File: src/rtl/mpc_pkg.sv
package mpc_pkg;

  // Transaction sequencer states
  typedef enum logic [1:0] {
    ST_IDLE  = 2'd0,
    ST_SETUP = 2'd1,
    ST_CMD   = 2'd2,
    ST_DONE  = 2'd3
  } mpc_state_e;

endpackage

File: src/rtl/mpc_rst_sync.sv
module mpc_rst_sync #(
  parameter int STAGES = 2
) (
  input  logic clk,
  input  logic rst_ni,
  output logic rst_n_sync
);

  logic [STAGES-1:0] sync_q;
  logic [STAGES-1:0] sync_d;

  always_comb begin
    sync_d = {sync_q[STAGES-2:0], 1'b1};
  end

  always_ff @(posedge clk or negedge rst_ni) begin
    if (!rst_ni) begin
      sync_q <= '0;
    end else begin
      sync_q <= sync_d;
    end
  end

  assign rst_n_sync = sync_q[STAGES-1];

endmodule

File: src/rtl/mpc_seq.sv
module mpc_seq
  import mpc_pkg::*;
#(
  parameter int BEATS = 4,
  localparam int CNT_W = (BEATS > 1) ? $clog2(BEATS) : 1
) (
  input  logic       clk,
  input  logic       rst_n,
  input  logic       start,
  input  logic       complete,
  output mpc_state_e state,
  output logic       step
);

  mpc_state_e st_q, st_d;
  logic [CNT_W-1:0] cnt_q, cnt_d;
  logic cnt_en;
  logic last_beat;

  assign last_beat = (cnt_q == CNT_W'(BEATS - 1));
  assign step      = (st_q == ST_CMD) && complete;

  always_comb begin
    st_d   = st_q;
    cnt_d  = cnt_q;
    cnt_en = 1'b0;
    unique case (st_q)
      ST_IDLE: begin
        if (start) begin
          st_d   = ST_SETUP;
          cnt_d  = '0;
          cnt_en = 1'b1;
        end
      end
      ST_SETUP: begin
        st_d = ST_CMD;
      end
      ST_CMD: begin
        if (complete) begin
          if (last_beat) begin
            st_d = ST_DONE;
          end else begin
            st_d   = ST_SETUP;
            cnt_d  = cnt_q + CNT_W'(1);
            cnt_en = 1'b1;
          end
        end
      end
      ST_DONE: begin
        st_d = ST_IDLE;
      end
      default: begin
        st_d = ST_IDLE;
      end
    endcase
  end

  always_ff @(posedge clk or negedge rst_n) begin
    if (!rst_n) begin
      st_q <= ST_IDLE;
    end else begin
      st_q <= st_d;
    end
  end

  always_ff @(posedge clk or negedge rst_n) begin
    if (!rst_n) begin
      cnt_q <= '0;
    end else if (cnt_en) begin
      cnt_q <= cnt_d;
    end
  end

  assign state = st_q;

endmodule

File: src/rtl/mpc_lane_shift.sv
module mpc_lane_shift #(
  parameter int ADDR_W = 32,
  parameter int WORD_W = 32,
  parameter int BUS_W  = 8,
  localparam int BEATS = WORD_W / BUS_W
) (
  input  logic              clk,
  input  logic              rst_n,
  input  logic              load,
  input  logic              step,
  input  logic              is_read,
  input  logic [ADDR_W-1:0] load_addr,
  input  logic [WORD_W-1:0] load_data,
  input  logic [BUS_W-1:0]  bus_rdata,
  output logic [ADDR_W-1:0] addr_out,
  output logic [WORD_W-1:0] word_out,
  output logic [BUS_W-1:0]  lane_out
);

  logic [ADDR_W-1:0] addr_q, addr_d;
  logic [WORD_W-1:0] data_q, data_d;
  logic [WORD_W-1:0] shifted;
  logic              upd_en;

  // Most significant lane leaves first on writes; read lanes enter at the bottom
  generate
    if (BEATS == 1) begin : g_single
      assign shifted = is_read ? bus_rdata : data_q;
    end else begin : g_multi
      assign shifted = {data_q[WORD_W-BUS_W-1:0],
                        (is_read ? bus_rdata : {BUS_W{1'b0}})};
    end
  endgenerate

  assign upd_en = load | step;

  always_comb begin
    addr_d = addr_q;
    data_d = data_q;
    if (load) begin
      addr_d = load_addr;
      data_d = load_data;
    end else if (step) begin
      addr_d = addr_q + ADDR_W'(1);
      data_d = shifted;
    end
  end

  always_ff @(posedge clk or negedge rst_n) begin
    if (!rst_n) begin
      addr_q <= '0;
      data_q <= '0;
    end else if (upd_en) begin
      addr_q <= addr_d;
      data_q <= data_d;
    end
  end

  assign addr_out = addr_q;
  assign word_out = data_q;
  assign lane_out = data_q[WORD_W-1 -: BUS_W];

endmodule

File: src/rtl/be_mem_port.sv
module be_mem_port
  import mpc_pkg::*;
#(
  parameter int ADDR_W = 32,
  parameter int WORD_W = 32,
  parameter int BUS_W  = 8,
  localparam int BEATS = WORD_W / BUS_W
) (
  input  logic              clk,
  input  logic              rst_ni,
  input  logic              req_valid,
  output logic              req_ready,
  input  logic              req_write,
  input  logic [ADDR_W-1:0] req_addr,
  input  logic [WORD_W-1:0] req_wdata,
  output logic              rsp_done,
  output logic [WORD_W-1:0] rsp_rdata,
  output logic              busy,
  output logic [ADDR_W-1:0] bus_addr,
  output logic [BUS_W-1:0]  bus_wdata,
  input  logic [BUS_W-1:0]  bus_rdata,
  output logic              bus_rd,
  output logic              bus_wr,
  input  logic              bus_complete
);

  logic       rst_n;
  logic       start;
  logic       step;
  logic       wr_q;
  mpc_state_e state;

  mpc_rst_sync #(.STAGES(2)) u_rst (
    .clk        (clk),
    .rst_ni     (rst_ni),
    .rst_n_sync (rst_n)
  );

  assign req_ready = (state == ST_IDLE);
  assign start     = req_valid && req_ready;

  always_ff @(posedge clk or negedge rst_n) begin
    if (!rst_n) begin
      wr_q <= 1'b0;
    end else if (start) begin
      wr_q <= req_write;
    end
  end

  mpc_seq #(.BEATS(BEATS)) u_seq (
    .clk      (clk),
    .rst_n    (rst_n),
    .start    (start),
    .complete (bus_complete),
    .state    (state),
    .step     (step)
  );

  mpc_lane_shift #(
    .ADDR_W (ADDR_W),
    .WORD_W (WORD_W),
    .BUS_W  (BUS_W)
  ) u_lane (
    .clk       (clk),
    .rst_n     (rst_n),
    .load      (start),
    .step      (step),
    .is_read   (!wr_q),
    .load_addr (req_addr),
    .load_data (req_wdata),
    .bus_rdata (bus_rdata),
    .addr_out  (bus_addr),
    .word_out  (rsp_rdata),
    .lane_out  (bus_wdata)
  );

  assign bus_rd   = (state == ST_CMD) && !wr_q;
  assign bus_wr   = (state == ST_CMD) &&  wr_q;
  assign rsp_done = (state == ST_DONE);
  assign busy     = (state != ST_IDLE);

endmodule

File: config.mk
export PLATFORM = sky130hd
export DESIGN_NAME = be_mem_port
export DESIGN_NICKNAME = d
export VERILOG_FILES = /design/src/rtl/mpc_pkg.sv /design/src/rtl/mpc_rst_sync.sv /design/src/rtl/mpc_seq.sv /design/src/rtl/mpc_lane_shift.sv /design/src/rtl/be_mem_port.sv
export SDC_FILE = /design/constraint.sdc
export NUM_CORES = 1
export LEC_CHECK = 0
export ABC_AREA = 1
export BUFFER_PORTS_ARGS = -buffer_cell sky130_fd_sc_hd__buf_2
export CAP_MARGIN = 10
export CORE_MARGIN = 10
export CORE_UTILIZATION = 41
export DETAILED_ROUTE_END_ITERATION = 10
export PLACE_DENSITY = 0.79
export RECOVER_POWER = 100
export SLEW_MARGIN = 20
export SYNTH_ARGS = -nofsm -noshare
export SYNTH_HDL_FRONTEND = slang
export SYNTH_HIERARCHICAL = 1
export SYNTH_SLANG_ARGS = --single-unit
File: constraint.sdc
create_clock -name clk -period 5.5 [get_ports clk]
set_input_delay 1.1 -clock clk [delete_from_list [all_inputs] [get_ports clk]]
set_output_delay 1.1 -clock clk [all_outputs]
set_load 0.03 [all_outputs]
==> results.md, run 1 <==
- Ratio of routed vias to standard cells: 5.15
- Routed WL per cell: 16.1 um
- Number of antenna violations at the first check in global routing: 0
- Kind of critical path: input pin to register
- Post-synthesis sequential area ratio: 42.7%
- Commonest non-fill, non-tap cells in the layout: sky130_fd_sc_hd__nand2_1, sky130_fd_sc_hd__nor2_1, sky130_fd_sc_hd__clkbuf_1
- Effective utilization at floorplan: 42.3%
- Via count of the first global-routing pass: 4,558
- Register-to-register setup slack: 1.77 ns
- DR pass1 iterations: 5
- Number of standard-cell rows in the floorplan: 36
- Area share of the largest cell type after synthesis: 42.7%
- Avg Cell Area, Syn: 7.27 sq um
- Clock tree from TritonCTS: done
- Number of nets in the finished design: 788
- HPWL after detailed placement: 10,300 um
- Number of levels in the clock H-tree: 3
- Antenna-violating nets left: 0
- Slew HR: 6.72%
- # Post-CTS Setup Buffers: 0
- Number of pins with negative max-slew slack in the final report: 0
- Unrepaired setup endpoints after global routing: false
- Power density cells: 638 nW/um^2
- DRC violation total after the first TritonRoute iteration: 280
- Run status: finished clean
- Clk pin slew, worst setup/hold paths: 0.08 ns
- Die height: 121 um
- Die width: 121 um
- Hold Path Stages: 0
- Setup-violating endpoint count in the final report: 0
- Drc violations: 0
- Max-cap viol count: 0
- Static leakage: 2.40 nW
- Ant diodes: 0
- Type of element launching the critical path: input pin
- Area of the die: 14,600 sq um
- Most common library cell in the layout ignoring fill and taps: sky130_fd_sc_hd__nand2_1
- Number of warnings issued by yosys: 6
- Worst clock skew: 0.00822 ns
- Total wire length after detailed routing: 13,600 um
- Number of register bits inferred by synthesis: 71
- Clock Latency Late Sink: 0.33 ns
- Worst ir drop on vdd: 0.000377 V
- Number of clock sinks: 71
- Post-Route Hold Slack: 0.363 ns
- Cell depth of the worst flop-to-flop path: 9
- Design area: 5060 sq um
- Largest cells by area after synthesis: sky130_fd_sc_hd__dfrtp_1, sky130_fd_sc_hd__nand2_1, sky130_fd_sc_hd__nor2_1, sky130_fd_sc_hd__nand3_1, sky130_fd_sc_hd__inv_1
- Core box area: 9820 sq um
- CP endpoint: u_lane/addr_out[21]
- Capturing element type of the critical path: register
- Final min period: 3.84 ns
- Count of input and output buffers: 153
- Clk root buf: sky130_fd_sc_hd__clkbuf_8
- Worst setup path startpoint: req_valid
- Via count of the routed design: 4,364
- Worst Max-Slew Pin Slew: 1.40 ns
- GR Util All Layers: 18.2%
- Worst r2r src: u_seq/state[0]
- Highest clock rate: 0.260 GHz
- Largest net degree at the start of global routing: 70
- Count of cell types in the netlist: 33
- Data required, critical path: 5.73 ns
- Post-cts repair resize count: 0
- Post-synthesis instance total: 572
- Number of primary I/O pins: 154
- Synth-to-layout area growth: 21.6%
- Cell type with the highest aggregate area in the netlist: sky130_fd_sc_hd__dfrtp_1
- Remaining global-route overflow: 0
- Part of the cycle the worst path needs: 69.9%
- Post-cts hold buffer count: 0
- First-pass GRT wire length: 21,800 um
- Placement-stage cell area: 4920 sq um
- Worst min-delay path class: register to register
- Clock Tree Buf Depth: 2
- Synth Net Count: 651
- Final weighted congestion of routability-driven global placement: 0.889
- Final hold viol count: 0
- Total standard cell area after synthesis: 4160 sq um
- Clock buffer count from CTS: 9
- Share of post-route cells with drive strength above 1: 16.8%
- Data arrival time at the worst-slack endpoint: 4.07 ns
- Total negative slack for setup checks: 0 ns
- Worst reg2reg endpoint: u_lane/addr_out[21]
- Maximum fanout count along the critical path: 31
[worst min-delay path by stage]
stage | slack, ns | startpoint | end
2_1_floorplan | 0.33 | u_rst/sync_q[0] | u_rst/sync_q[1]
3_3_place_gp | 0.34 | u_rst/sync_q[0] | u_rst/sync_q[1]
3_5_place_dp | 0.35 | u_rst/sync_q[0] | u_rst/sync_q[1]
4_1_cts | 0.37 | u_rst/sync_q[0] | u_rst/sync_q[1]
5_1_grt | 0.38 | u_rst/sync_q[0] | u_rst/sync_q[1]
6_report | 0.36 | u_rst/sync_q[0] | u_rst/sync_q[1]
[logic make-up (layout without fill, tap and decap cells)]
| group | Yosys count | in the layout | synth area share [%] |
|---|---|---|---|
| AOI/OAI and AO/OA | 79 | 79 | 11.8 |
| adders and majority gates | 2 | 2 | 0.602 |
| buffers and inverters | 81 | 223 | 9.30 |
| DFF | 71 | 71 | 42.7 |
| other | 1 | 1 | 0.0902 |
| and+or+nand+nor | 338 | 338 | 35.4 |
[routing by layer]
| metal | GRT usage (%) | wire length (um) | vias up |
|---|---|---|---|
| met3 | 5.77 | 1280 | 13 |
| met4 | 6.33 | 159 | 0 |
| met2 | 30.3 | 6460 | 217 |
| met1 | 21.6 | 5730 | 2015 |
| li1 | - | - | 2119 |
| met5 | 0 | 0 | - |
[sequential cells by signal (all words and copies together), names as in the netlist]
register / cells
u_rst/sync_q: 2
u_seq/cnt_q: 2
wr_q: 1
u_lane/word_out: 32
u_seq/state: 2
u_lane/addr_out: 32
[report_power, final]
group / total, mW / internal, mW / switching [mW]
clock network: 0.525 / 0.316 / 0.209
logic: 1.67 / 0.417 / 1.25
registers: 1.03 / 0.756 / 0.273
total: 3.22 / 1.49 / 1.73
[cell usage after synthesis]
cell type                  instances
sky130_fd_sc_hd__a211oi_1          3
sky130_fd_sc_hd__a21oi_1          17
sky130_fd_sc_hd__a221oi_1          1
sky130_fd_sc_hd__a22oi_1          13
sky130_fd_sc_hd__a31oi_1           1
sky130_fd_sc_hd__buf_1             2
sky130_fd_sc_hd__buf_2             8
sky130_fd_sc_hd__buf_4            11
sky130_fd_sc_hd__buf_6             4
sky130_fd_sc_hd__clkbuf_1          4
sky130_fd_sc_hd__clkbuf_2          1
sky130_fd_sc_hd__conb_1            1
sky130_fd_sc_hd__dfrtp_1          71
sky130_fd_sc_hd__ha_1              2
sky130_fd_sc_hd__inv_1            47
sky130_fd_sc_hd__inv_2             4
sky130_fd_sc_hd__nand2_1         176
sky130_fd_sc_hd__nand2_2           4
sky130_fd_sc_hd__nand2_4           1
sky130_fd_sc_hd__nand3_1          51
sky130_fd_sc_hd__nand3b_1          3
sky130_fd_sc_hd__nor2_1           82
sky130_fd_sc_hd__nor2_2            7
sky130_fd_sc_hd__nor2_4            9
sky130_fd_sc_hd__nor2_8            1
sky130_fd_sc_hd__nor3_1            3
sky130_fd_sc_hd__nor3_2            1
sky130_fd_sc_hd__o211a_1           1
sky130_fd_sc_hd__o211ai_1          2
sky130_fd_sc_hd__o211ai_2          1
sky130_fd_sc_hd__o21ai_0          11
sky130_fd_sc_hd__o21ai_1           2
sky130_fd_sc_hd__o22ai_1          27
[cell type report]
type	count	area, sq um
fill	1044	4760
multi-input combinational	420	1980
inverter	51	191
clock inverter	6	115
tap	133	166
clock buffer	10	138
sequential	71	1780
timing repair buffer	156	687
[worst max-delay path, cell delays in order]
cell and delay (ns):
sky130_fd_sc_hd__clkbuf_1 0.11, sky130_fd_sc_hd__nand2_2 0.06, sky130_fd_sc_hd__inv_1 0.47, sky130_fd_sc_hd__clkbuf_1 1.08, sky130_fd_sc_hd__nor2_4 0.38, sky130_fd_sc_hd__inv_2 0.58, sky130_fd_sc_hd__nand2_1 0.12, sky130_fd_sc_hd__nand2_1 0.10
sky130_fd_sc_hd__nand2_1 0.05
[stage by stage]
stage / power [mW] / utilization [%] / std cells / setup WS [ns]
after floorplan: 2.29 / - / 572 / 3.17
after global placement: 2.74 / 50.1 / 831 / 2.22
after detailed placement: 2.78 / 50.1 / 831 / 2.12
after CTS: 3.31 / 52.7 / 847 / 2.48
after global routing: 3.47 / 51.5 / 847 / 1.28
final: 3.22 / 51.5 / 847 / 1.66
No activity file was read; power rests on OpenSTA's default activity.
==> inputs of run 2 (changes only) <==
--- a/config.mk
+++ b/config.mk
@@ -5,13 +5,13 @@
 export SDC_FILE = /design/constraint.sdc
 export NUM_CORES = 1
 export LEC_CHECK = 0
-export ABC_AREA = 1
+export ABC_AREA = 0
 export BUFFER_PORTS_ARGS = -buffer_cell sky130_fd_sc_hd__buf_2
 export CAP_MARGIN = 10
 export CORE_MARGIN = 10
 export CORE_UTILIZATION = 41
 export DETAILED_ROUTE_END_ITERATION = 10
-export PLACE_DENSITY = 0.79
+export PLACE_DENSITY = 0.83
 export RECOVER_POWER = 100
 export SLEW_MARGIN = 20
 export SYNTH_ARGS = -nofsm -noshare
==> constraint.sdc (replaced) <==
create_clock -name clk -period 3.15 [get_ports clk]
set_input_delay 0.63 -clock clk [delete_from_list [all_inputs] [get_ports clk]]
set_output_delay 0.63 -clock clk [all_outputs]
set_load 0.03 [all_outputs]
==> results.md, run 2 <==
- Synth-to-layout area growth: 22.4%
- Number of standard-cell rows in the floorplan: 35 (-2.8%)
- Cell type with the highest aggregate area in the netlist: sky130_fd_sc_hd__dfrtp_1
- Area share of the largest cell type after synthesis: 46.3% (+3.6 points)
- Total standard cell area after synthesis: 3840 sq um (-7.7%)
- Routed WL per cell: 18.0 um (+12%)
- Number of primary I/O pins: 154 (unchanged)
- Final hold viol count: 0 (unchanged)
- Most numerous cell in the Yosys netlist: sky130_fd_sc_hd__dfrtp_1
- Clock Tree Buf Depth: 2 (unchanged)
- Highest clock rate: 0.402 GHz
- Part of the cycle the worst path needs: 79.0%
- Number of levels in the clock H-tree: 3 (unchanged)
- Share of post-route cells with drive strength above 1: 18.8% (+2.0 points)
- Count of fill cells added during filler insertion: 925 (-11%)
- Number of antenna violations at the first check in global routing: 0 (unchanged)
- Number of nets in the finished design: 623 (-21%)
- Via count of the first global-routing pass: 3,624 (-20%)
- Post-cts repair resize count: 0 (unchanged)
- Die height: 117 um (-3.3%)
- Capturing element type of the critical path: register
- Number of clock sinks: 71 (unchanged)
- Number of pins with negative max-slew slack in the final report: 70 (+70)
- Final weighted congestion of routability-driven global placement: 0.826 (-7.1%)
- Count of input and output buffers: 153 (unchanged)
- Run status: complete, but fails checks
- Number of register bits inferred by synthesis: 71 (unchanged)
- Core box area: 9200 sq um (-6.3%)
- DRC violation total after the first TritonRoute iteration: 362 (+29%)
- Post-synthesis instance total: 410 (-28%)
- Total negative slack for setup checks: 0 ns (unchanged)
- Number of warnings issued by yosys: 6 (unchanged)
- Worst Max-Slew Pin Slew: 1.75 ns (+0.355 ns)
- Max-cap viol count: 1 (+1)
- Ratio of routed vias to standard cells: 5.64 (+9.4%)
- Register-to-register setup slack: 0.66 ns (-1.11 ns)
- Worst ir drop on vdd: 0.000510 V (+35%)
- Power density cells: 1130 nW/um^2 (+77%)
- Violations in the final reports: capacitance limit, slew limit
- Commonest non-fill, non-tap cells in the layout: sky130_fd_sc_hd__clkbuf_1, sky130_fd_sc_hd__buf_2, sky130_fd_sc_hd__dfrtp_1
- Via count of the routed design: 3,720 (-15%)
- # Post-CTS Setup Buffers: 0 (unchanged)
- Synth Net Count: 489 (-25%)
- Cell depth of the worst flop-to-flop path: 6 (-3)
- Dominant register cell in the synthesized netlist: sky130_fd_sc_hd__dfrtp_1
- Async S/R FF share, synth: 100% (unchanged)
- Most common library cell in the layout ignoring fill and taps: sky130_fd_sc_hd__clkbuf_1
- EDFF count, synth: 0 (unchanged)
- Avg Cell Area, Syn: 9.36 sq um (+29%)
- Setup-violating endpoint count in the final report: 0 (unchanged)
- Post-synthesis sequential area ratio: 46.3% (+3.6 points)
- First-pass GRT wire length: 18,400 um (-16%)
- Maximum fanout count along the critical path: 12 (-61%)
- Total wire length after detailed routing: 11,800 um (-13%)
- Leading cell types by count after synthesis: sky130_fd_sc_hd__dfrtp_1, sky130_fd_sc_hd__nand2_1, sky130_fd_sc_hd__o21ai_0
- Largest net degree at the start of global routing: 98 (+40%)
- Unrepaired setup endpoints after global routing: false
- Worst min-delay path class: input pin to async pin
- HPWL after detailed placement: 8630 um (-16%)
- Largest cells by area after synthesis: sky130_fd_sc_hd__dfrtp_1, sky130_fd_sc_hd__mux2i_1, sky130_fd_sc_hd__o21ai_0, sky130_fd_sc_hd__nand2_1, sky130_fd_sc_hd__a31oi_1
- Kind of critical path: register to register
- Remaining global-route overflow: 0 (unchanged)
- Clock tree from TritonCTS: done
- Post-cts hold buffer count: 0 (unchanged)
- Ant diodes: 0 (unchanged)
- Antenna-violating nets left: 0 (unchanged)
- Clk root buf: sky130_fd_sc_hd__clkbuf_8
- Clk pin slew, worst setup/hold paths: 0.08 ns (about the same)
- Slew HR: -17.0% (-24 points)
- Drc violations: 0 (unchanged)
- Worst setup path startpoint: u_seq/state[0]
- Clock Latency Late Sink: 0.35 ns (+0.02 ns)
- Count of cell types in the netlist: 41 (+24%)
- Worst r2r src: u_seq/state[0]
- DR pass1 iterations: 5 (unchanged)
- GR Util All Layers: 16.8% (-1.4 points)
- Static leakage: 1.92 nW (-20%)
- Data required, critical path: 3.42 ns (-2.31 ns)
- CP endpoint: u_lane/addr_out[19]
- Total design power: 5.29 mW (+64%)
- Worst clock skew: 0.0166 ns (+0.00835 ns)
- Type of element launching the critical path: register
- Effective utilization at floorplan: 41.7% (-0.60 points)
- Worst reg2reg endpoint: u_lane/addr_out[19]
- Clock buffer count from CTS: 9 (unchanged)
- Final min period: 2.49 ns
- Die width: 117 um (-3.3%)
- Area of the die: 13,600 sq um (-6.4%)
- Data arrival time at the worst-slack endpoint: 2.76 ns (-1.31 ns)
==> run 2: cell count changes after synthesis, moves of 27 or more <==
cell	previous run	this run
sky130_fd_sc_hd__inv_1	47	6
sky130_fd_sc_hd__mux2i_1	0	28
sky130_fd_sc_hd__nand2_1	176	57
sky130_fd_sc_hd__nand3_1	51	13
sky130_fd_sc_hd__nor2_1	82	24
sky130_fd_sc_hd__o21ai_0	11	53
sky130_fd_sc_hd__o22ai_1	27	0
==> run 2: worst min path at each step <==
stage | endpoint | slack [ns] | cells after the start | startpoint
floorplan | u_rst/sync_q[0] | 0.33 | 0 | rst_ni
global placement | u_rst/sync_q[1] | 0.34 | 0 | u_rst/sync_q[0]
detailed placement | u_rst/sync_q[1] | 0.35 | 0 | u_rst/sync_q[0]
CTS | u_rst/sync_q[1] | 0.04 | 1 | rst_ni
global route | u_rst/sync_q[0] | 0.05 | 1 | rst_ni
finish | u_rst/sync_q[1] | 0.05 | 1 | rst_ni
==> run 2: layout make-up <==
| cell class | instances | area [sq um] | area share, % |
|---|---|---|---|
| Tap cell | 111 | 139 | 2.96 |
| Multi-Input combinational cell | 298 | 1820 | 38.8 |
| Timing Repair Buffer | 157 | 702 | 14.9 |
| Inverter | 7 | 26.3 | 0.560 |
| Clock buffer | 9 | 124 | 2.64 |
| Sequential cell | 71 | 1780 | 37.9 |
| Clock inverter | 7 | 103 | 2.18 |
==> run 2: where the power goes <==
group          internal (mW)  total [mW]  switching [mW]
registers               1.34        1.82           0.488
clock network          0.456       0.844           0.388
logic                  0.703        2.62            1.92
==> run 2: through the flow <==
step                utilization (%)  hold WS (ns)  instances  area [sq um]  setup slack [ns]
floorplan                         -         0.331        410          3840              1.03
global placement               50.1         0.340        644          4610             0.707
detailed placement             50.1         0.348        644          4610             0.672
CTS                            52.6        0.0389        660          4830             0.685
global route                   51.1        0.0498        660          4700             0.379
finish                         51.1        0.0514        660          4700             0.661
==> run 2: layer usage <==
metal	GRT usage, %	part of all wire, %	vias to the layer above	wire length [um]
met3	3.60	7.8	28	928
met2	28.6	51	173	6010
li1	-	-	1739	-
met4	7.08	2.4	0	289
met1	20.1	39	1780	4620
met5	0	0	-	0
==> run 2: logic make-up after synthesis <==
| group | synth area share, % |
|---|---|
| xor gates and xnor gates | 2.51 |
| other | 0.0977 |
| and+or+nand+nor | 22.8 |
| AOI/OAI and AO/OA | 14.1 |
| DFF | 46.3 |
| muxes | 7.89 |
| adders and majority gates | 0.652 |
| buffers and inverters | 5.67 |
==> run 2: critical path, cell delays in order (launching register included) <==
cell	delay (ns)
sky130_fd_sc_hd__dfrtp_1	0.50
sky130_fd_sc_hd__nand2b_1	0.26
sky130_fd_sc_hd__nor2_4	0.11
sky130_fd_sc_hd__and4_1	0.49
sky130_fd_sc_hd__nand2_1	0.31
sky130_fd_sc_hd__or4_1	0.56
sky130_fd_sc_hd__a31oi_1	0.17
==> inputs of run 3 (changes only) <==
--- a/config.mk
+++ b/config.mk
@@ -5,13 +5,13 @@
 export SDC_FILE = /design/constraint.sdc
 export NUM_CORES = 1
 export LEC_CHECK = 0
-export ABC_AREA = 0
+export ABC_AREA = 1
 export BUFFER_PORTS_ARGS = -buffer_cell sky130_fd_sc_hd__buf_2
 export CAP_MARGIN = 10
 export CORE_MARGIN = 10
 export CORE_UTILIZATION = 41
 export DETAILED_ROUTE_END_ITERATION = 10
-export PLACE_DENSITY = 0.83
+export PLACE_DENSITY = 0.82
 export RECOVER_POWER = 100
 export SLEW_MARGIN = 20
 export SYNTH_ARGS = -nofsm -noshare
==> constraint.sdc (replaced) <==
create_clock -name clk -period 2.04 [get_ports clk]
set_input_delay 0.408 -clock clk [delete_from_list [all_inputs] [get_ports clk]]
set_output_delay 0.408 -clock clk [all_outputs]
set_load 0.03 [all_outputs]
==> results.md, run 3 (same netlist as run 1, synthesis figures left out) <==
- Maximum fanout count along the critical path: 18 (+6)
- Ratio of routed vias to standard cells: 5.12 (-9.2%)
- Synth-to-layout area growth: 23.1%
- Clock Tree Buf Depth: 2 (unchanged)
- Highest clock rate: 0.536 GHz (+33%)
- Worst Max-Slew Pin Slew: 0.916 ns (-0.838 ns)
- Placed cell count: 842 (+31%)
- Routed WL per cell: 15.9 um (-11%)
- Number of nets in the finished design: 800 (+28%)
- Data required, critical path: 2.27 ns (-1.15 ns)
- Buffers and inverters on the worst path: 3 (+3)
- Static leakage: 2.45 nW (+27%)
- Count of input and output buffers: 153 (unchanged)
- Final std cells w/o fill: 859 (+30%)
- Data arrival time at the worst-slack endpoint: 2.10 ns (-0.66 ns)
- Effective utilization at floorplan: 42.3% (+0.60 points)
- Final min period: 1.87 ns (-0.623 ns)
- Worst path max stage delay: 0.51 ns (-0.05 ns)
- Family with the most delay on the worst path: buffers and inverters
- Unrepaired setup endpoints after global routing: false
- Commonest non-fill, non-tap cells in the layout: sky130_fd_sc_hd__nand2_1, sky130_fd_sc_hd__nor2_1, sky130_fd_sc_hd__clkbuf_1
- Via count of the first global-routing pass: 4,381 (+21%)
- Clock buffer count from CTS: 9 (unchanged)
- Largest net degree at the start of global routing: 37 (-62%)
- Remaining global-route overflow: 0 (unchanged)
- Total negative slack for setup checks: 0 ns (unchanged)
- Worst reg2reg endpoint: u_lane/word_out[26]
- Worst clock skew: 0.0168 ns (+0.000257 ns)
- Slew HR: 38.9% (+56 points)
- Part of the cycle the worst path needs: 91.5% (+12 points)
- Number of standard-cell rows in the floorplan: 36 (+2.9%)
- Capturing element type of the critical path: register
- Drc violations: 0 (unchanged)
- Worst min-delay path class: input pin to register
- Number of primary I/O pins: 154 (unchanged)
- Worst r2r src: u_seq/state[0]
- Max-cap viol count: 0 (-1)
- Most common library cell in the layout ignoring fill and taps: sky130_fd_sc_hd__nand2_1
- Core box area: 9820 sq um (+6.8%)
- Number of antenna violations at the first check in global routing: 0 (unchanged)
- Clk pin slew, worst setup/hold paths: 0.09 ns (about the same)
- Register-to-register setup slack: 0.17 ns (-0.49 ns)
- DR pass1 iterations: 5 (unchanged)
- Share of post-route cells with drive strength above 1: 18.3% (-0.44 points)
- Worst ir drop on vdd: 0.000961 V (+88%)
- Number of clock sinks: 71 (unchanged)
- Area of the die: 14,600 sq um (+6.9%)
- Worst Hold End: u_lane/word_out[31]
- Hold Path Stages: 3
- Clock Latency Late Sink: 0.35 ns (about the same)
- Kind of critical path: register to register
- Via count of the routed design: 4,398 (+18%)
- Crit-path cells: nor2_4 > nand2_1 > clkinv_1 > nor2_8 > inv_2 > buf_4 > o22ai_1 > a21oi_1
- Power density cells: 1680 nW/um^2 (+49%)
- Library cell contributing the largest single delay on the critical path: sky130_fd_sc_hd__dfrtp_1
- Final hold viol count: 0 (unchanged)
- Setup-violating endpoint count in the final report: 0 (unchanged)
- Number of levels in the clock H-tree: 3 (unchanged)
- GR Util All Layers: 18.7% (+1.9 points)
- Total wire length after detailed routing: 13,700 um (+15%)
- Die width: 121 um (+3.4%)
- DRC violation total after the first TritonRoute iteration: 342 (-5.5%)
- Type of element launching the critical path: register
- Final weighted congestion of routability-driven global placement: 0.902 (+9.1%)
- HPWL after detailed placement: 10,500 um (+21%)
- Post-Route Hold Slack: 0.265 ns (+0.213 ns)
- Clk root buf: sky130_fd_sc_hd__clkbuf_8
- Number of pins with negative max-slew slack in the final report: 0 (-100%)
- Beginning of the worst hold path: req_wdata[31]
- Cell depth of the worst flop-to-flop path: 8 (+2)
- Die height: 121 um (+3.4%)
- Ant diodes: 0 (unchanged)
- Clock tree from TritonCTS: done
- Run status: finished clean
- Antenna-violating nets left: 0 (unchanged)
- First-pass GRT wire length: 22,200 um (+21%)
[run 3: cell count changes in the layout (fill, tap and decap cells not counted), moves of 11 or more]
cell,change
sky130_fd_sc_hd__o21ai_0,-42
sky130_fd_sc_hd__nand4_1,-13
sky130_fd_sc_hd__or4_1,-11
sky130_fd_sc_hd__a22oi_1,+13
sky130_fd_sc_hd__a31oi_1,-24
sky130_fd_sc_hd__inv_1,+40
sky130_fd_sc_hd__o31ai_1,-11
sky130_fd_sc_hd__nand3_1,+38
sky130_fd_sc_hd__mux2i_1,-28
sky130_fd_sc_hd__a21oi_1,+17
sky130_fd_sc_hd__nor2b_1,-11
sky130_fd_sc_hd__nor2_1,+59
sky130_fd_sc_hd__o22ai_1,+27
sky130_fd_sc_hd__nand2_1,+119
[run 3: through the flow]
step / total power [mW] / cell area (sq um) / setup WS (ns) / util [%]
6_report: 8.57 / 5120 / 0.174 / 52.1
4_1_cts: 8.81 / 5240 / 0.183 / 53.4
3_3_place_gp: 7.53 / 5020 / 0.257 / 51.2
5_1_grt: 9.24 / 5120 / 0.0342 / 52.1
2_1_floorplan: 6.18 / 4160 / 0.195 / -
3_5_place_dp: 7.63 / 5020 / 0.190 / 51.2
[run 3: cell type report]
| cell class | instances | area [sq um] |
|---|---|---|
| clock inverters | 7 | 81.3 |
| multi-input cells | 420 | 1990 |
| inverters | 51 | 191 |
| flip-flops and latches | 71 | 1780 |
| clock buffers | 9 | 124 |
| repair buffers | 168 | 787 |
| well taps | 133 | 166 |
| fillers | 1034 | 4700 |
[run 3: repair_timing]
action / CTS / global route
gates resized for setup: 0 / 0
setup endpoints to repair: 0 / 0
buffers inserted: 0 / 0
hold endpoints to repair: 2 / 0
hold buffers: 1 / 0
[run 3: how the worst max path moves through the flow]
stage	from	slack (ns)	cells after the start	endpoint
floorplan	u_seq/state[0]	0.20	9	u_lane/word_out[17]
global placement	u_seq/state[0]	0.26	8	u_lane/word_out[27]
detailed placement	u_seq/state[0]	0.19	8	u_lane/word_out[25]
CTS	u_seq/state[0]	0.18	8	u_lane/word_out[26]
global route	u_seq/state[0]	0.03	8	u_lane/word_out[16]
finish	u_seq/state[0]	0.17	8	u_lane/word_out[26]
[run 3: worst register-to-register path, cell delays in order, from the launching register on]
cell,delay (ns)
sky130_fd_sc_hd__dfrtp_1,0.51
sky130_fd_sc_hd__nor2_4,0.07
sky130_fd_sc_hd__nand2_1,0.09
sky130_fd_sc_hd__clkinv_1,0.26
sky130_fd_sc_hd__nor2_8,0.32
sky130_fd_sc_hd__inv_2,0.10
sky130_fd_sc_hd__buf_4,0.22
sky130_fd_sc_hd__o22ai_1,0.14
sky130_fd_sc_hd__a21oi_1,0.06
[run 3: metal layers]
metal / GRT usage (%) / vias to the layer above / share of wire, %
met4: 5.96 / 0 / 1.4
met3: 6.42 / 17 / 9.1
met2: 31.4 / 200 / 49
li1: - / 2141 / -
met5: 0 / - / 0
met1: 22.0 / 2040 / 41
[run 3: power by group]
group / switching, mW / internal, mW
Clock: 0.585 / 0.579
Sequential: 0.738 / 2.04
Combinational: 3.42 / 1.22
Total: 4.74 / 3.83
